--- config.mk ---
export PLATFORM = sky130hd
export DESIGN_NAME = tsm_top
export DESIGN_NICKNAME = d
export VERILOG_FILES = /design/src/rtl/tsm_pkg.sv /design/src/rtl/tsm_sync.sv /design/src/rtl/tsm_quad.sv /design/src/rtl/tsm_ctrl.sv /design/src/rtl/tsm_counter.sv /design/src/rtl/tsm_top.sv
export SDC_FILE = /design/constraint.sdc
export NUM_CORES = 1
export LEC_CHECK = 0
export CELL_PAD_IN_SITES_DETAIL_PLACEMENT = 1
export CELL_PAD_IN_SITES_GLOBAL_PLACEMENT = 1
export CORE_ASPECT_RATIO = 2
export CORE_MARGIN = 4
export CORE_UTILIZATION = 43
export DETAILED_ROUTE_END_ITERATION = 8
export PLACE_DENSITY = 0.9
export SLEW_MARGIN = 0
export SYNTH_ARGS = -nofsm -noshare
export SYNTH_HDL_FRONTEND = slang
export SYNTH_HIERARCHICAL = 1
export SYNTH_SLANG_ARGS = --single-unit
--- constraint.sdc ---
create_clock -name clk -period 4.1 [get_ports clk]
set_clock_uncertainty 0.1 [all_clocks]
set_input_delay 0.41 -clock clk [delete_from_list [all_inputs] [get_ports clk]]
set_output_delay 0.41 -clock clk [all_outputs]
set_load 0.01 [all_outputs]
--- src/rtl/tsm_pkg.sv ---
package tsm_pkg;

  typedef enum logic [2:0] {
    SM_FREE    = 3'b000,
    SM_ENC_CH2 = 3'b001,
    SM_ENC_CH1 = 3'b010,
    SM_ENC_ALL = 3'b011,
    SM_RESTART = 3'b100,
    SM_GATE    = 3'b101,
    SM_START   = 3'b110,
    SM_EXTCLK  = 3'b111
  } sm_mode_e;

  typedef struct packed {
    logic load;
    logic up;
    logic dn;
  } cnt_cmd_t;

endpackage

--- src/rtl/tsm_sync.sv ---
module tsm_sync #(
  parameter int W      = 3,
  parameter int STAGES = 2
) (
  input  logic         clk,
  input  logic         rst,
  input  logic [W-1:0] d_i,
  output logic [W-1:0] lvl_o,
  output logic [W-1:0] rise_o,
  output logic [W-1:0] fall_o
);
  localparam int LAST = STAGES - 1;

  logic [W-1:0] stg_q [STAGES];
  logic [W-1:0] prev_q;

  always_ff @(posedge clk) begin
    if (rst) begin
      for (int i = 0; i < STAGES; i++) stg_q[i] <= '0;
      prev_q <= '0;
    end else begin
      stg_q[0] <= d_i;
      for (int i = 1; i < STAGES; i++) stg_q[i] <= stg_q[i-1];
      prev_q <= stg_q[LAST];
    end
  end

  genvar g;
  generate
    for (g = 0; g < W; g++) begin : g_edge
      assign lvl_o[g]  = stg_q[LAST][g];
      assign rise_o[g] = stg_q[LAST][g] & ~prev_q[g];
      assign fall_o[g] = ~stg_q[LAST][g] & prev_q[g];
    end
  endgenerate
endmodule

--- src/rtl/tsm_quad.sv ---
module tsm_quad
  import tsm_pkg::*;
(
  input  sm_mode_e mode_i,
  input  logic     a_lvl_i,
  input  logic     a_rise_i,
  input  logic     a_fall_i,
  input  logic     b_lvl_i,
  input  logic     b_rise_i,
  input  logic     b_fall_i,
  output logic     step_o,
  output logic     dn_o
);
  logic a_edge, b_edge, a_dn, b_dn;

  // channel 1 leads channel 2 when counting up
  assign a_edge = a_rise_i | a_fall_i;
  assign b_edge = b_rise_i | b_fall_i;
  assign a_dn   = (a_rise_i & b_lvl_i) | (a_fall_i & ~b_lvl_i);
  assign b_dn   = (b_rise_i & ~a_lvl_i) | (b_fall_i & a_lvl_i);

  always_comb begin
    step_o = 1'b0;
    dn_o   = 1'b0;
    unique case (mode_i)
      SM_ENC_CH2: begin
        step_o = b_edge;
        dn_o   = b_dn;
      end
      SM_ENC_CH1: begin
        step_o = a_edge;
        dn_o   = a_dn;
      end
      SM_ENC_ALL: begin
        step_o = a_edge ^ b_edge;
        dn_o   = a_edge ? a_dn : b_dn;
      end
      default: begin
        step_o = 1'b0;
        dn_o   = 1'b0;
      end
    endcase
  end
endmodule

--- src/rtl/tsm_ctrl.sv ---
module tsm_ctrl
  import tsm_pkg::*;
(
  input  logic     clk,
  input  logic     rst,
  input  sm_mode_e mode_i,
  input  logic     cen_i,
  input  logic     edge_src_i,
  input  logic     t_lvl_i,
  input  logic     t_rise_i,
  input  logic     t_fall_i,
  input  logic     q_step_i,
  input  logic     q_dn_i,
  output cnt_cmd_t cmd_o,
  output logic     en_o,
  output logic     trg_o,
  output logic     cfg_err_o,
  output logic     trig_lvl_o,
  output logic     trig_rise_o
);
  logic cen_prev_q, en_q, trg_q;
  logic cen_set, cen_clr, trig_lvl, trig_rise, cfg_err;

  assign cen_set   = cen_i & ~cen_prev_q;
  assign cen_clr   = ~cen_i & cen_prev_q;
  assign trig_rise = edge_src_i ? (t_rise_i | t_fall_i) : t_rise_i;
  assign trig_lvl  = edge_src_i ? (t_rise_i | t_fall_i) : t_lvl_i;
  assign cfg_err   = (mode_i == SM_GATE) && edge_src_i;

  always_ff @(posedge clk) begin
    if (rst) begin
      cen_prev_q <= 1'b0;
      en_q       <= 1'b0;
      trg_q      <= 1'b0;
    end else begin
      cen_prev_q <= cen_i;
      if (cen_set || ((mode_i == SM_START) && trig_rise)) en_q <= 1'b1;
      else if (cen_clr)                                    en_q <= 1'b0;
      trg_q <= mode_i[2] & trig_rise;
    end
  end

  always_comb begin
    cmd_o      = '0;
    cmd_o.load = (mode_i == SM_RESTART) && trig_rise;
    unique case (mode_i)
      SM_FREE, SM_RESTART, SM_START: cmd_o.up = en_q;
      SM_GATE:   cmd_o.up = en_q & trig_lvl & ~cfg_err;
      SM_EXTCLK: cmd_o.up = en_q & trig_rise;
      default: begin
        cmd_o.up = en_q & q_step_i & ~q_dn_i;
        cmd_o.dn = en_q & q_step_i & q_dn_i;
      end
    endcase
  end

  assign en_o        = en_q;
  assign trg_o       = trg_q;
  assign cfg_err_o   = cfg_err;
  assign trig_lvl_o  = trig_lvl;
  assign trig_rise_o = trig_rise;
endmodule

--- src/rtl/tsm_counter.sv ---
module tsm_counter
  import tsm_pkg::*;
#(
  parameter int W = 16
) (
  input  logic         clk,
  input  logic         rst,
  input  cnt_cmd_t     cmd_i,
  input  logic [W-1:0] arr_i,
  output logic [W-1:0] cnt_o,
  output logic         dir_o,
  output logic         upd_o
);
  localparam logic [W-1:0] CNT_ONE = {{(W-1){1'b0}}, 1'b1};

  logic [W-1:0] cnt_q;
  logic         dir_q, upd_q;

  always_ff @(posedge clk) begin
    if (rst) begin
      cnt_q <= '0;
      dir_q <= 1'b0;
      upd_q <= 1'b0;
    end else begin
      upd_q <= 1'b0;
      if (cmd_i.load) begin
        cnt_q <= dir_q ? arr_i : '0;
        upd_q <= 1'b1;
      end else if (cmd_i.up) begin
        dir_q <= 1'b0;
        if (cnt_q >= arr_i) begin
          cnt_q <= '0;
          upd_q <= 1'b1;
        end else begin
          cnt_q <= cnt_q + CNT_ONE;
        end
      end else if (cmd_i.dn) begin
        dir_q <= 1'b1;
        if (cnt_q == '0) begin
          cnt_q <= arr_i;
          upd_q <= 1'b1;
        end else begin
          cnt_q <= cnt_q - CNT_ONE;
        end
      end
    end
  end

  assign cnt_o = cnt_q;
  assign dir_o = dir_q;
  assign upd_o = upd_q;
endmodule

--- src/rtl/tsm_top.sv ---
module tsm_top
  import tsm_pkg::*;
#(
  parameter int CNT_W       = 16,
  parameter int SYNC_STAGES = 2
) (
  input  logic             clk,
  input  logic             rst,
  input  logic             cen_i,
  input  logic             trig_i,
  input  logic             ch1_i,
  input  logic             ch2_i,
  input  logic             edge_src_i,
  input  logic [2:0]       mode_i,
  input  logic [CNT_W-1:0] arr_i,
  output logic [CNT_W-1:0] cnt_o,
  output logic             dir_o,
  output logic             upd_o,
  output logic             trg_o,
  output logic             cfg_err_o
);
  localparam int N_IN  = 3;
  localparam int IX_TR = 0;
  localparam int IX_C1 = 1;
  localparam int IX_C2 = 2;

  sm_mode_e   mode;
  logic [N_IN-1:0] raw, lvl, rise, fall;
  logic       q_step, q_dn;
  logic       en_q, trig_lvl, trig_rise;
  cnt_cmd_t   cmd;

  assign mode = sm_mode_e'(mode_i);
  assign raw  = {ch2_i, ch1_i, trig_i};

  tsm_sync #(.W(N_IN), .STAGES(SYNC_STAGES)) u_sync (
    .clk    (clk),
    .rst    (rst),
    .d_i    (raw),
    .lvl_o  (lvl),
    .rise_o (rise),
    .fall_o (fall)
  );

  tsm_quad u_quad (
    .mode_i   (mode),
    .a_lvl_i  (lvl[IX_C1]),
    .a_rise_i (rise[IX_C1]),
    .a_fall_i (fall[IX_C1]),
    .b_lvl_i  (lvl[IX_C2]),
    .b_rise_i (rise[IX_C2]),
    .b_fall_i (fall[IX_C2]),
    .step_o   (q_step),
    .dn_o     (q_dn)
  );

  tsm_ctrl u_ctrl (
    .clk         (clk),
    .rst         (rst),
    .mode_i      (mode),
    .cen_i       (cen_i),
    .edge_src_i  (edge_src_i),
    .t_lvl_i     (lvl[IX_TR]),
    .t_rise_i    (rise[IX_TR]),
    .t_fall_i    (fall[IX_TR]),
    .q_step_i    (q_step),
    .q_dn_i      (q_dn),
    .cmd_o       (cmd),
    .en_o        (en_q),
    .trg_o       (trg_o),
    .cfg_err_o   (cfg_err_o),
    .trig_lvl_o  (trig_lvl),
    .trig_rise_o (trig_rise)
  );

  tsm_counter #(.W(CNT_W)) u_cnt (
    .clk   (clk),
    .rst   (rst),
    .cmd_i (cmd),
    .arr_i (arr_i),
    .cnt_o (cnt_o),
    .dir_o (dir_o),
    .upd_o (upd_o)
  );
endmodule

Yosys cells after proc, flatten, opt, wreduce, memory -nomap -nowiden

Memories as Yosys holds them, arrays and structs flattened.
Cells that the tools add are included.
Widths: inputs -> output; s select.

Bits in registers: 24
Latch bits: 0
Bits in writable memories: 6
Bits in read-only memories: 0
Input port bits: 26
Output and inout bits: 20
Word-level logic and storage cells: 95
Memories kept: 1

Memory list:

| name         | depth | bits a word | rd ports | clocked after Yosys merged registers in | write ports | line           | RTL |
|---|---|---|---|---|---|---|---|
| u_sync.stg_q | 2     | 3           | 2        | 0                                       | 2           | tsm_sync.sv:14 | `logic [W-1:0] stg_q [STAGES];` |

Add/subtract/negate cells: 2
Multipliers: 0
Div/mod/pow operators: 0
Magnitude comparators: 1
Equal/unequal tests: 7
Shift operators: 0
Multiplexer cells: 27
Bitwise operators: 38
Reductions and logical operators: 12

Operators by type and width:

| cell                  | count |
|---|---|
| $mux 16               | 6 |
| $and 1x1->1           | 19 |
| $add 16x1->16 const B | 1 |
| $ge 16x16->1          | 1 |
| $logic_not 16->1      | 1 |
| $mux 1                | 16 |
| $sub 16x1->16 const B | 1 |
| $eq 3x3->1 const B    | 4 |
| $not 1->1             | 11 |
| $pmux 1 s3            | 3 |
| $or 1x1->1            | 7 |
| $eq 3x2->1 const B    | 2 |
| $mux 3                | 2 |
| $reduce_or 5->1       | 1 |
| $reduce_bool 2->1     | 2 |
| $eq 3x1->1 const B    | 1 |
| $logic_and 1x1->1     | 3 |
| $logic_not 3->1       | 1 |
| $reduce_bool 3->1     | 1 |
| $reduce_or 3->1       | 1 |
| $reduce_and 2->1      | 1 |
| $logic_or 1x1->1      | 1 |
| $xor 1x1->1           | 1 |

Longest topological paths before layout

Depth in word-level cells: 11
Gate-level depth with buffers: 14
Gate-level depth less buffers: 12

Hierarchy

Netlist, hierarchy kept.

Modules (own cells, without submodules):

| module      | instances | cells each | area each (sq um) | sequential area each (sq um) |
|---|---|---|---|---|
| tsm_counter | 1         | 287        | 2179.6            | 360.3 |
| tsm_sync    | 1         | 27         | 296.5             | 180.2 |
| tsm_ctrl    | 1         | 25         | 187.7             | 60.1 |
| tsm_quad    | 1         | 9          | 67.6              | 0.0 |

Worst setup path before layout

No wires, ideal clock.

Path kind: reg-to-reg
Start point: memory u_sync.stg_q[1][1] (netlist: u_sync/stg_q[0][4])
End point: register u_cnt.cnt_q[10] (netlist: u_cnt/cnt_o[10])
Setup time: 0.080 ns
Arrival time: 2.391 ns
Required time: 3.920 ns
Slack: 1.529 ns
Cell stages (with the launch flop): 13
Path buffers: 2
Period minus slack after synthesis: 2.571 ns
Cells stage by stage: dfxtp_1 -> buf_4 -> mux2_1 -> nand4b_1 -> o21ai_1 -> nor2b_1 -> o31ai_1 -> a31oi_1 -> clkbuf_1 -> o2111a_1 -> o211a_1 -> nand2_1 -> o211ai_1

RTL lines:

| element                | line              | RTL |
|---|---|---|
| start: declaration     | tsm_sync.sv:14    |  |
| end signal: assignment | tsm_counter.sv:27 | `cnt_q <= dir_q ? arr_i : '0;` |
| end signal: assignment | tsm_counter.sv:35 | `cnt_q <= cnt_q + CNT_ONE;` |
| end signal: assignment | tsm_counter.sv:40 | `cnt_q <= arr_i;` |
| end: declaration       | tsm_counter.sv:16 | `logic [W-1:0] cnt_q;` |

==> results.md <==
* CTS buffer count at 5
* Vias post-DR at 2,933
* Part of the cycle the worst path needs at 78.7%
* Placed Cells at 457
* RSZ-0062 raised after global routing: no
* Core ar. at 6060 um2
* First-pass DRT Iterations at 5
* Clk sink count at 30
* Final Setup Violations at 0
* Crit-path slowest cell: clkdlybuf4s50_1
* Hold crit path type: flop to flop
* Critical path type: primary input to flop
* Comb pwr share at 25.0%
* Post-Layout Cell Count at 465
* Final ANT Viol Nets at 0
* Internal power at 636 uW
* Lkg Pwr at 1.28 nW
* Post-layout min period at 3.23 ns
* Post-Syn Area per Cell at 7.88 um2
* Clock power frac at 40.6%
* Worst hold margin at 0.345 ns
* PortBufs at 45
* Clock buffer depth at 2
* CP max stage delay at 0.64 ns
* N_diodes at 0
* Crit path buf inv count at 1
* Total Power at 911 uW
* Final WS setup at 0.874 ns
* Reg clk slew, reported paths at 0.05 ns
* Critical Path, Cell by Cell: clkdlybuf4s50_1, o21ai_2, xnor2_1, nor2_1, nor2b_1, o31ai_1, a31oi_1, o2111a_1, o211a_1, nand2_1, o221ai_1
* Total routed wirelength at 9.55 mm
* First-pass GRT wire length at 15.3 mm
* Chip width at 64.2 um
* Placed cell area at 3190 um2
* Max cap viols at 0
* CTS H-tree lvls at 2
* Synth-to-Final Area Change at 22.9%
* CP required at 4.19 ns
* Clk Latency, worst-skew pair at 0.28 ns
* DR WL/cell at 20.5 um
* Crit path launch type: primary input
* Pin count of the biggest net entering global routing at 29
* Drt initial violations at 199
* Final number of hold-violating endpoints at 0
* Net Sw Frac at 30.2%
* Die area at 7740 um2
* Dpl ws at 0.612 ns
* Core Util, Final at 55.2%
* Initial antenna violation count at 0
* Worst Tran Pin Value at 0.712 ns
* R2r setup slk at 1.05 ns
* Clk root buf: clkbuf_16
* # nets final at 425
* Fin area at 3340 um2
* Row count at 40
* CP max FO at 8
* DIE HEIGHT at 120 um
* Max_slew headroom at 52.2%
* F_max at 310 MHz
* Status: complete, no violations
* CTS Hold Bufs at 0
* Vias in the first global route at 3,080
* Cell area power density at 273 nW/um2
* I/O pins at 46
* DP Wirelength at 7.19 mm
* VDD IR-drop max at 143 uV
* Final slew viol count at 0
* CTS tree: done
* Syn nets at 390
* Switching power at 276 uW
* Total setup buffers inserted after CTS at 0
* CP Capture Type: flop
* Post-Syn Area at 2720 um2
* Layout cells sized above 1 at 9.45%
* Remaining DRCs at 0
* Arr. time, crit path at 3.32 ns
* Sequential Power Share at 34.4%
* Mapped Cells at 345
* Post-cts resize count at 0
* Synth Warn # at 6
* Delay-heaviest family, CP: compound AO/OA/AOI/OAI gates
* Starting Density at 44.9%
* Vias per cell at 6.31
* GRT overflow at 0
* Final TNS setup at 0 ns
* Gpl congestion at 0.906
* All-layer global routing usage at 25.3%
-- power groups by stage --
stage,Sequential [mW],Combinational (mW),Clock (mW)
finish,0.313,0.228,0.370
global route,0.314,0.247,0.388
CTS,0.313,0.225,0.377
detailed placement,0.319,0.221,0
global placement,0.319,0.214,0
floorplan,0.313,0.147,0
-- worst paths after layout --
kind	startpoint	to	cells after the start
setup reg to reg	u_sync/stg_q[0][4]$_SDFF_PP0_	u_cnt/cnt_o[9]$_SDFFE_PP0P_	11
setup / recovery	mode_i[1]	u_cnt/cnt_o[9]$_SDFFE_PP0P_	11
hold / removal	u_sync/stg_q[0][0]$_SDFF_PP0_	u_sync/stg_q[0][3]$_SDFF_PP0_	1
hold reg to reg	u_sync/stg_q[0][0]$_SDFF_PP0_	u_sync/stg_q[0][3]$_SDFF_PP0_	1
-- registers in the layout, indices dropped and copies added (netlist names) --
register / count
u_ctrl/cen_prev_q: 1
u_sync/prev_q: 3
u_sync/stg_q: 6
u_cnt/dir_o: 1
u_ctrl/en_o: 1
u_cnt/cnt_o: 16
u_ctrl/trg_o: 1
u_cnt/upd_o: 1
-- placed cells by master, fill, tap and decap left out, drive strengths merged, types with 3 or more instances in the layout --
cell / instances
or2: 10
o211ai: 9
nand4: 6
a21oi: 11
o21a: 3
nor4: 6
nand4b: 3
xor2: 7
o221ai: 11
buf: 7
a31oi: 7
nor2: 15
nand3: 17
clkbuf: 7
nor3: 14
inv: 26
clkdlybuf4s50: 45
xnor2: 13
o21ai: 20
dfxtp: 30
nand2: 23
a22oi: 14
ha: 19
nor2b: 18
-- cell type report --
| class | instances | area, um2 |
|---|---|---|
| fill | 729 | 2720 |
| multi-input combinational | 265 | 1890 |
| sequential | 30 | 601 |
| timing repair buffer | 52 | 503 |
| clock buffer | 7 | 143 |
| tap | 84 | 105 |
| inverter | 26 | 97.6 |
| clock inverter | 1 | 5.00 |
-- per-layer routing --
metal	global-route usage [%]	routed length, um
met1	25.8	3460
met2	47.3	5200
met3	4.09	557
met4	13.8	335
met5	0	0
No activity file was read; power rests on OpenSTA's default activity.
